File: src/rtl/cmp_pkg.sv
package cmp_pkg;

    localparam logic [3:0] MODE_SET  = 4'b1000;
    localparam logic [3:0] MODE_CLR  = 4'b1001;
    localparam logic [3:0] MODE_TGL  = 4'b0010;
    localparam logic [3:0] MODE_IRQ  = 4'b1010;
    localparam logic [3:0] MODE_TRIG = 4'b1011;

    typedef enum logic [2:0] {
        ACT_NONE,
        ACT_SET,
        ACT_CLR,
        ACT_TGL,
        ACT_IRQ,
        ACT_TRIG
    } act_e;

    function automatic act_e decode_mode(input logic [3:0] m);
        case (m)
            MODE_SET:  return ACT_SET;
            MODE_CLR:  return ACT_CLR;
            MODE_TGL:  return ACT_TGL;
            MODE_IRQ:  return ACT_IRQ;
            MODE_TRIG: return ACT_TRIG;
            default:   return ACT_NONE;
        endcase
    endfunction

    typedef struct packed {
        logic [3:0] mode;
        logic [1:0] tsel;
        logic       prev;
        logic       latch;
        logic       flag;
        logic       start;
    } chan_st_t;

endpackage

File: src/rtl/cmp_timer.sv
module cmp_timer #(
    parameter int W = 16
) (
    input  logic         clk,
    input  logic         rst_n,
    input  logic         run,
    input  logic         zero_ld,
    input  logic         wrap_clr,
    output logic [W-1:0] cnt,
    output logic         wrap
);

    typedef struct packed {
        logic [W-1:0] cnt;
        logic         wrap;
    } tmr_st_t;

    tmr_st_t st_d, st_q;
    logic    wrap_hit;

    always_comb begin
        st_d     = st_q;
        wrap_hit = run && !zero_ld && (&st_q.cnt);
        if (zero_ld) begin
            st_d.cnt = '0;
        end else if (run) begin
            st_d.cnt = st_q.cnt + 1'b1;
        end
        if (wrap_hit) begin
            st_d.wrap = 1'b1;
        end else if (wrap_clr) begin
            st_d.wrap = 1'b0;
        end
    end

    always_ff @(posedge clk or negedge rst_n) begin
        if (!rst_n) begin
            st_q <= '0;
        end else begin
            st_q <= st_d;
        end
    end

    assign cnt  = st_q.cnt;
    assign wrap = st_q.wrap;

    // a trigger reset lands on zero
    assert_zero_load_R8: assert property (@(posedge clk) disable iff (!rst_n)
        zero_ld |=> (cnt == '0));

    // a trigger reset never raises the wrap flag
    assert_no_wrap_on_load_R9: assert property (@(posedge clk) disable iff (!rst_n)
        (zero_ld && !wrap) |=> !wrap);

endmodule

File: src/rtl/cmp_channel.sv
module cmp_channel
    import cmp_pkg::*;
#(
    parameter int W        = 16,
    parameter int CHAN_IDX = 1
) (
    input  logic         clk,
    input  logic         rst_n,
    input  logic         mode_wr,
    input  logic [3:0]   mode_wdata,
    input  logic         cmpv_wr,
    input  logic [W-1:0] cmpv_wdata,
    input  logic         tsel_wr,
    input  logic [1:0]   tsel_wdata,
    input  logic         flag_clr,
    input  logic         conv_en,
    input  logic [W-1:0] tmr_a,
    input  logic [W-1:0] tmr_b,
    output logic         use_b,
    output logic         tmr_zero,
    output logic         latch_out,
    output logic         flag_out,
    output logic         start_out
);

    localparam logic IS_SECOND = (CHAN_IDX != 0);

    chan_st_t     st_d, st_q;
    logic [W-1:0] cmpv_d, cmpv_q;
    logic [W-1:0] tmr_sel;
    logic         match_now;
    logic         evt;
    act_e         act;

    generate
        if (IS_SECOND) begin : g_sel_second
            assign use_b = st_q.tsel[1] | st_q.tsel[0];
        end else begin : g_sel_first
            assign use_b = st_q.tsel[1];
        end
    endgenerate

    assign tmr_sel   = use_b ? tmr_b : tmr_a;
    assign match_now = (tmr_sel == cmpv_q);
    assign evt       = match_now && !st_q.prev;
    assign act       = decode_mode(st_q.mode);
    assign tmr_zero  = evt && (act == ACT_TRIG);

    always_comb begin
        st_d       = st_q;
        cmpv_d     = cmpv_q;
        st_d.prev  = match_now;
        st_d.start = 1'b0;
        if (evt) begin
            case (act)
                ACT_SET:  st_d.latch = 1'b1;
                ACT_CLR:  st_d.latch = 1'b0;
                ACT_TGL:  st_d.latch = ~st_q.latch;
                ACT_TRIG: st_d.start = conv_en & IS_SECOND;
                default:  st_d.latch = st_q.latch;
            endcase
        end
        if (evt && (act != ACT_NONE)) begin
            st_d.flag = 1'b1;
        end else if (flag_clr) begin
            st_d.flag = 1'b0;
        end
        if (mode_wr) begin
            st_d.mode = mode_wdata;
            if (mode_wdata == 4'b0000) begin
                st_d.latch = 1'b0;
            end
        end
        if (tsel_wr) begin
            st_d.tsel = tsel_wdata;
        end
        if (cmpv_wr) begin
            cmpv_d = cmpv_wdata;
        end
    end

    always_ff @(posedge clk or negedge rst_n) begin
        if (!rst_n) begin
            st_q   <= '0;
            cmpv_q <= '0;
        end else begin
            st_q   <= st_d;
            cmpv_q <= cmpv_d;
        end
    end

    assign latch_out = st_q.latch;
    assign flag_out  = st_q.flag;
    assign start_out = st_q.start;

    // one event per arrival at the compare value
    assert_single_event_R4: assert property (@(posedge clk) disable iff (!rst_n)
        evt |=> !evt);

    // inactive modes leave the latch alone
    assert_idle_latch_R5: assert property (@(posedge clk) disable iff (!rst_n)
        (act == ACT_NONE && !mode_wr) |=> $stable(latch_out));

    // flag-only mode leaves the latch alone
    assert_irq_latch_R6: assert property (@(posedge clk) disable iff (!rst_n)
        (act == ACT_IRQ && !mode_wr) |=> $stable(latch_out));

    // zero written to the mode drops the latch
    assert_zero_mode_R7: assert property (@(posedge clk) disable iff (!rst_n)
        (mode_wr && mode_wdata == 4'b0000) |=> !latch_out);

    // the start pulse lasts one cycle
    assert_start_single_R10: assert property (@(posedge clk) disable iff (!rst_n)
        start_out |=> !start_out);

    // the start pulse needs a trigger match on the second channel
    assert_start_cause_R10: assert property (@(posedge clk) disable iff (!rst_n)
        $rose(start_out) |-> (IS_SECOND && $past(tmr_zero)));

    // the flag holds until cleared
    assert_flag_hold_R11: assert property (@(posedge clk) disable iff (!rst_n)
        (flag_out && !flag_clr) |=> flag_out);

endmodule

File: src/rtl/cmp_out_unit.sv
module cmp_out_unit #(
    parameter int TMR_W    = 16,
    parameter int CHAN_IDX = 1
) (
    input  logic             clk,
    input  logic             rst_n,
    input  logic             mode_wr,
    input  logic [3:0]       mode_wdata,
    input  logic             cmpv_wr,
    input  logic [TMR_W-1:0] cmpv_wdata,
    input  logic             tsel_wr,
    input  logic [1:0]       tsel_wdata,
    input  logic             flag_clr,
    input  logic             conv_en,
    input  logic [1:0]       tmr_run,
    input  logic [1:0]       tmr_wrap_clr,
    output logic             cmp_out,
    output logic             cmp_flag,
    output logic             conv_start,
    output logic [TMR_W-1:0] tmr_a_val,
    output logic [TMR_W-1:0] tmr_b_val,
    output logic [1:0]       tmr_wrap
);

    localparam int NUM_TMR = 2;

    logic [TMR_W-1:0] cnt [NUM_TMR];
    logic [NUM_TMR-1:0] zero_ld;
    logic use_b;
    logic tmr_zero;

    generate
        for (genvar i = 0; i < NUM_TMR; i++) begin : g_tmr
            assign zero_ld[i] = tmr_zero && (use_b == (i == 1));
            cmp_timer #(.W(TMR_W)) u_tmr (
                .clk      (clk),
                .rst_n    (rst_n),
                .run      (tmr_run[i]),
                .zero_ld  (zero_ld[i]),
                .wrap_clr (tmr_wrap_clr[i]),
                .cnt      (cnt[i]),
                .wrap     (tmr_wrap[i])
            );
        end
    endgenerate

    cmp_channel #(.W(TMR_W), .CHAN_IDX(CHAN_IDX)) u_chan (
        .clk        (clk),
        .rst_n      (rst_n),
        .mode_wr    (mode_wr),
        .mode_wdata (mode_wdata),
        .cmpv_wr    (cmpv_wr),
        .cmpv_wdata (cmpv_wdata),
        .tsel_wr    (tsel_wr),
        .tsel_wdata (tsel_wdata),
        .flag_clr   (flag_clr),
        .conv_en    (conv_en),
        .tmr_a      (cnt[0]),
        .tmr_b      (cnt[1]),
        .use_b      (use_b),
        .tmr_zero   (tmr_zero),
        .latch_out  (cmp_out),
        .flag_out   (cmp_flag),
        .start_out  (conv_start)
    );

    assign tmr_a_val = cnt[0];
    assign tmr_b_val = cnt[1];

endmodule

File: config.mk
export PLATFORM = sky130hd
export DESIGN_NAME = cmp_out_unit
export DESIGN_NICKNAME = d
export VERILOG_FILES = /design/src/rtl/cmp_pkg.sv /design/src/rtl/cmp_timer.sv /design/src/rtl/cmp_channel.sv /design/src/rtl/cmp_out_unit.sv
export SDC_FILE = /design/constraint.sdc
export NUM_CORES = 1
export LEC_CHECK = 0
export ABC_AREA = 0
export BUFFER_PORTS_ARGS = -buffer_cell sky130_fd_sc_hd__buf_2
export CELL_PAD_IN_SITES_DETAIL_PLACEMENT = 0
export CELL_PAD_IN_SITES_GLOBAL_PLACEMENT = 2
export CORE_ASPECT_RATIO = 0.9
export CORE_MARGIN = 4
export CORE_UTILIZATION = 37
export DETAILED_ROUTE_END_ITERATION = 8
export PLACE_DENSITY_LB_ADDON = 0.1
export SETUP_SLACK_MARGIN = 0.3
export SLEW_MARGIN = 10
export SYNTH_ARGS = -nofsm -noshare
export SYNTH_HDL_FRONTEND = slang
export SYNTH_SLANG_ARGS = --single-unit
export TNS_END_PERCENT = 30
File: constraint.sdc
create_clock -name clk -period 7.6 [get_ports clk]
set_clock_uncertainty 0.15 [all_clocks]
set_input_delay 2.28 -clock clk [delete_from_list [all_inputs] [get_ports clk]]
set_output_delay 2.28 -clock clk [all_outputs]
set_load 0.02 [all_outputs]
== Word level (Yosys, flattened, before mapping) ==
Index checks and enable logic that the tools add are counted.

* Add/sub/neg operators: 2
* Eq/ne operators: 10
* Mux-type cells: 18
* Bitwise logic cells: 3
* Reduce and logical (&&, ||, !) cells: 21

{| class="wikitable"
|+ Operators by type and width
! operator !! number
|-
| two-way mux 16 bit || 5
|-
| adder 16 x 1 -> 16 bit, second input constant || 2
|-
| AND reduction 16 bit || 2
|-
| == test 16 bit || 1
|-
| == test 4 bit, second input constant || 4
|-
| case mux 3 bit (5 select lines) || 1
|-
| two-way mux 1 bit || 11
|-
| nonzero test 2 bit || 5
|-
| logical AND 1 bit || 9
|-
| == test 3 x 2 -> 1 bit, second input constant || 2
|-
| == test 4 x 2 -> 1 bit, second input constant || 1
|-
| zero test 4 bit || 1
|-
| == test 3 x 1 -> 1 bit, second input constant || 1
|-
| == test 3 bit, second input constant || 1
|-
| zero test 1 bit || 3
|-
| case mux 1 bit (3 select lines) || 1
|-
| nonzero test 3 bit || 1
|-
| NOT 1 bit || 2
|-
| OR 1 bit || 1
|}

* Register bits after elaboration: 60
* Input bits: 33

== Logic depth before layout (Yosys ltp) ==
* Depth in word-level cells: 10
* Mapped depth: 8
* Gate-level depth less buffers: 7

== Cells and area by module ==
Synthesis repeated with hierarchy kept, for this count alone.

* Cells, all modules: 338
* Area total of the unflattened synthesis: 3417.0 um^2

{| class="wikitable"
|+ Modules (own cells, without submodules)
! module !! times used !! cells an instance !! area an instance (um^2) !! sequential area each (um^2)
|-
| cmp_timer || 2 || 92 || 937.1 || 425.4
|-
| cmp_channel || 1 || 152 || 1526.5 || 650.6
|-
| cmp_out_unit || 1 || 2 || 16.3 || 0.0
|}

== Worst setup path before layout ==
No wires, ideal clock.

* Path kind: input to register
* Start point: input port tmr_run[0]
* End point: register g_tmr[0].u_tmr.st_q, in the netlist g_tmr[0].u_tmr.cnt[8]
* Setup time: 137 ps
* Data arrival time: 3269 ps
* Data required time: 7313 ps
* Setup slack: 4044 ps
* Stages: 7
* Path buffers: 1
* Cell sequence: clkbuf_1 > nand4_1 > nor2_1 > and2_1 > nand2_1 > xor2_1 > nor2_1

* Cells in the longest elaborated chain, start to end: 1

{| class="wikitable"
|+ Ends and longest elaborated chain
! element !! line !! source
|-
| start: declaration || cmp_out_unit.sv:15 || <nowiki>input logic [1:0] tmr_run,</nowiki>
|-
| nonzero test 2 bit (no source line) || n/a ||
|-
| end signal: assignment || cmp_timer.sv:40 || <nowiki>st_q <= st_d;</nowiki>
|-
| end: declaration || cmp_timer.sv:18 || <nowiki>tmr_st_t st_d, st_q;</nowiki>
|}

No other way between the ends.
A chain may end at the register's enable or synchronous reset.

== Final worst setup path ==
* Start point: register g_tmr[0].u_tmr.st_q, in the netlist g_tmr[0].u_tmr.cnt[4]
* End point: output port tmr_a_val[4]

{| class="wikitable"
|+ RTL lines
! element !! line !! source
|-
| end: declaration || cmp_out_unit.sv:20 || <nowiki>output logic [TMR_W-1:0] tmr_a_val,</nowiki>
|}

No word-level cell between the ends.

==> flow_metrics.tcl <==
set metrics [dict create \
    power.leakage_nw 1.743 \
    num_vias 2400 \
    maxCapViolCount 0 \
    peakVddDrop_uv 174.7 \
    synth_area_per_cell_um2 10.62 \
    postSynthCellCount 305 \
    hold_depth 1 \
    grt_pass1_vias 2465 \
    cp-start-kind "flip-flop" \
    dp_hpwl_um 5719 \
    final-hold-violation-count 0 \
    floorplan.die.width_um 106.6 \
    synthAdderAreaFrac_pct 0.7725 \
    multiInputGateArea_um2 1635 \
    ys_seq_elements 60 \
    drive_gt1_share_pct 35.90 \
    cp.arrival_ns 1.08 \
    numCtsBuffers 9 \
    viasPerCell 4.848 \
    cts_resized 0 \
    area_delta_synth_final_pct 18.04 \
    grt_overflow 0 \
    synth_seq_area_share_pct 46.35 \
    maxSlewHeadroom_pct 47.60 \
    design.die.area_um2 10320 \
    synth.top_cells.by_area "dfrtp_1, mux2_2, xnor2_1" \
    clk_path_buf_depth 2 \
    synthMuxAreaShare_pct 8.227 \
    synth_top_area_share_pct 46.35 \
    drt_wl_total_um 7734 \
    synth-edff-count 0 \
    rrSetupSlack_ns 4.84 \
    status "completed" \
    cts_num_sinks 60 \
    powerDensity_nw_per_um2 248.4 \
    grt_pass1_wl_um 12850 \
    synth.distinct_cells 43 \
    fmax_mhz 284.7 \
    path_buf_inv 1 \
    final_cell_mix "buf_2, dfrtp_1, nor2_1" \
    synth_warnings 0 \
    drt-pass1-iter-count 4 \
    critPathRequiredTime_ns 5.17 \
    worst-setup-path-type "reg -> out" \
    worst_slew_pin_slew_ns 0.7860 \
    tns_ns 0 \
    rsz0062_at_grt "false" \
    final_area_um2 3824 \
    clk_pin_slew_ns 0.06 \
    io_pins 70 \
    row_count 32 \
    crit_path_end_kind "primary output" \
    yosysTopAreaCell "dfrtp_1" \
    async_flop_share_pct 100.0 \
    wire_per_inst_um 15.62 \
    drt-initial-drc-count 56 \
    hold_class "reg -> reg" \
    syn_area_um2 3239 \
    path_max_fanout 6 \
    fillCellCount 883 \
    seq_area_um2 1501 \
    period_needed_ns 3.513 \
    initial_utilization_pct 37.81 \
    ant_nets 0 \
    antenna_found_initial 0 \
    synth_xor_area_share_pct 12.44 \
    reg2regPathDepth 7 \
    ys.flop_type "dfrtp_1" \
    grtUsageTotal_pct 15.88 \
    synthSimpleGateAreaFrac_pct 22.36 \
    drc 0 \
    clk_root_buffer_cell "clkbuf_8" \
    max_stage_delay_ns 0.52 \
    cp_slowest_cell "dfrtp_1" \
    syn_nets 340 \
    final-setup-viol-count 0 \
    critical_path.top_delay_family "flip-flops" \
    post_cts_buffers 0 \
    h-tree-depth 3 \
    gp_congestion 0.8070 \
    period_share_pct 46.22 \
    drv_slew 0 \
    synth_compound_area_share_pct 6.682 \
    cts_tree "done" \
    core_area_um2 8568 \
    portBuffers 69 \
    die_h_um 96.77 \
    dpl_cell_area_um2 3672 \
    clk_latency_ns 0.33 \
    path_cells "buf_2" \
    layout_commonest_cell "buf_2" \
    synth_top_family_by_area "simple AND/OR/NAND/NOR gates" \
    final_nets 411 \
    cp.depth 1 \
    cts_hold_buf 0 \
    grt_max_degree 61 \
    n_antenna_cell 0 \
]
## worst paths after layout
kind	from	to
worst max-delay path	g_tmr[0].u_tmr.cnt[4]	tmr_a_val[4]
worst min-delay path	u_chan.flag_out	u_chan.flag_out
worst max register to register	u_chan.st_q[4]	g_tmr[1].u_tmr.wrap
worst min register to register	u_chan.flag_out	u_chan.flag_out
max in group asynchronous	rst_n	g_tmr[0].u_tmr.cnt[11]
min in group asynchronous	rst_n	g_tmr[1].u_tmr.cnt[9]
## state kept, by name, indices dropped and copies added, names as in the netlist
register / cells
g_tmr.u_tmr.wrap: 2
u_chan.flag_out: 1
u_chan.st_q: 7
u_chan.cmpv_q: 16
u_chan.start_out: 1
u_chan.latch_out: 1
g_tmr.u_tmr.cnt: 32
## report_power, final
group          internal, mW  switching [mW]  leakage (nW)
clock network         0.127           0.112        0.0791
logic                 0.118           0.145         0.899
registers             0.367          0.0811         0.765
## synthesized netlist by cell type, types with 3 or more instances
| library cell | count |
|---|---|
| nor4_4 | 3 |
| dfrtp_1 | 60 |
| nand3_1 | 5 |
| xor2_1 | 21 |
| nor3b_1 | 4 |
| or3_1 | 4 |
| nor2_2 | 20 |
| and2_1 | 4 |
| buf_6 | 4 |
| nor2_1 | 27 |
| and3_1 | 12 |
| xnor2_1 | 25 |
| mux2_2 | 21 |
| o21ai_0 | 10 |
| nand2_1 | 25 |
| mux2i_1 | 3 |
| clkbuf_1 | 4 |
| a21oi_1 | 5 |
| nand4_1 | 12 |
| inv_1 | 5 |
## area by class of cell
| cell class | count | area share (%) |
|---|---|---|
| inverters | 5 | 0.4908 |
| clock buffers | 11 | 3.959 |
| multi-input cells | 228 | 42.77 |
| flip-flops and latches | 60 | 39.27 |
| repair buffers | 72 | 9.620 |
| well taps | 119 | 3.894 |
## per-layer routing
layer | global-route usage, % | share of wire (%) | vias up
met5 | 0 | 0 | -
met4 | 5.015 | 1.8 | 0
met3 | 5.337 | 5.1 | 14
met2 | 22.99 | 44 | 54
met1 | 22.38 | 49 | 1138
li1 | - | - | 1194
## stage by stage
| step | util (%) | hold slack (ns) | setup WS [ns] | power (mW) | std cells |
|---|---|---|---|---|---|
| floorplan | - | 0.3317 | 4.044 | 0.6238 | 305 |
| global placement | 42.86 | 0.3219 | 3.986 | 0.7183 | 484 |
| detailed placement | 42.86 | 0.3317 | 3.915 | 0.7221 | 484 |
| CTS | 44.63 | 0.3460 | 4.069 | 0.9675 | 495 |
| global route | 44.63 | 0.3674 | 4.022 | 1.014 | 495 |
| finish | 44.63 | 0.3385 | 4.087 | 0.9498 | 495 |
## cells by family after synthesis
group | count (synthesis)
DFF | 60
AOI/OAI and AO/OA | 31
xor gates and xnor gates | 46
buffers and inverters | 17
adders and majority gates | 2
and+or+nand+nor | 125
muxes | 24
Power figures use the tool's default switching activity.
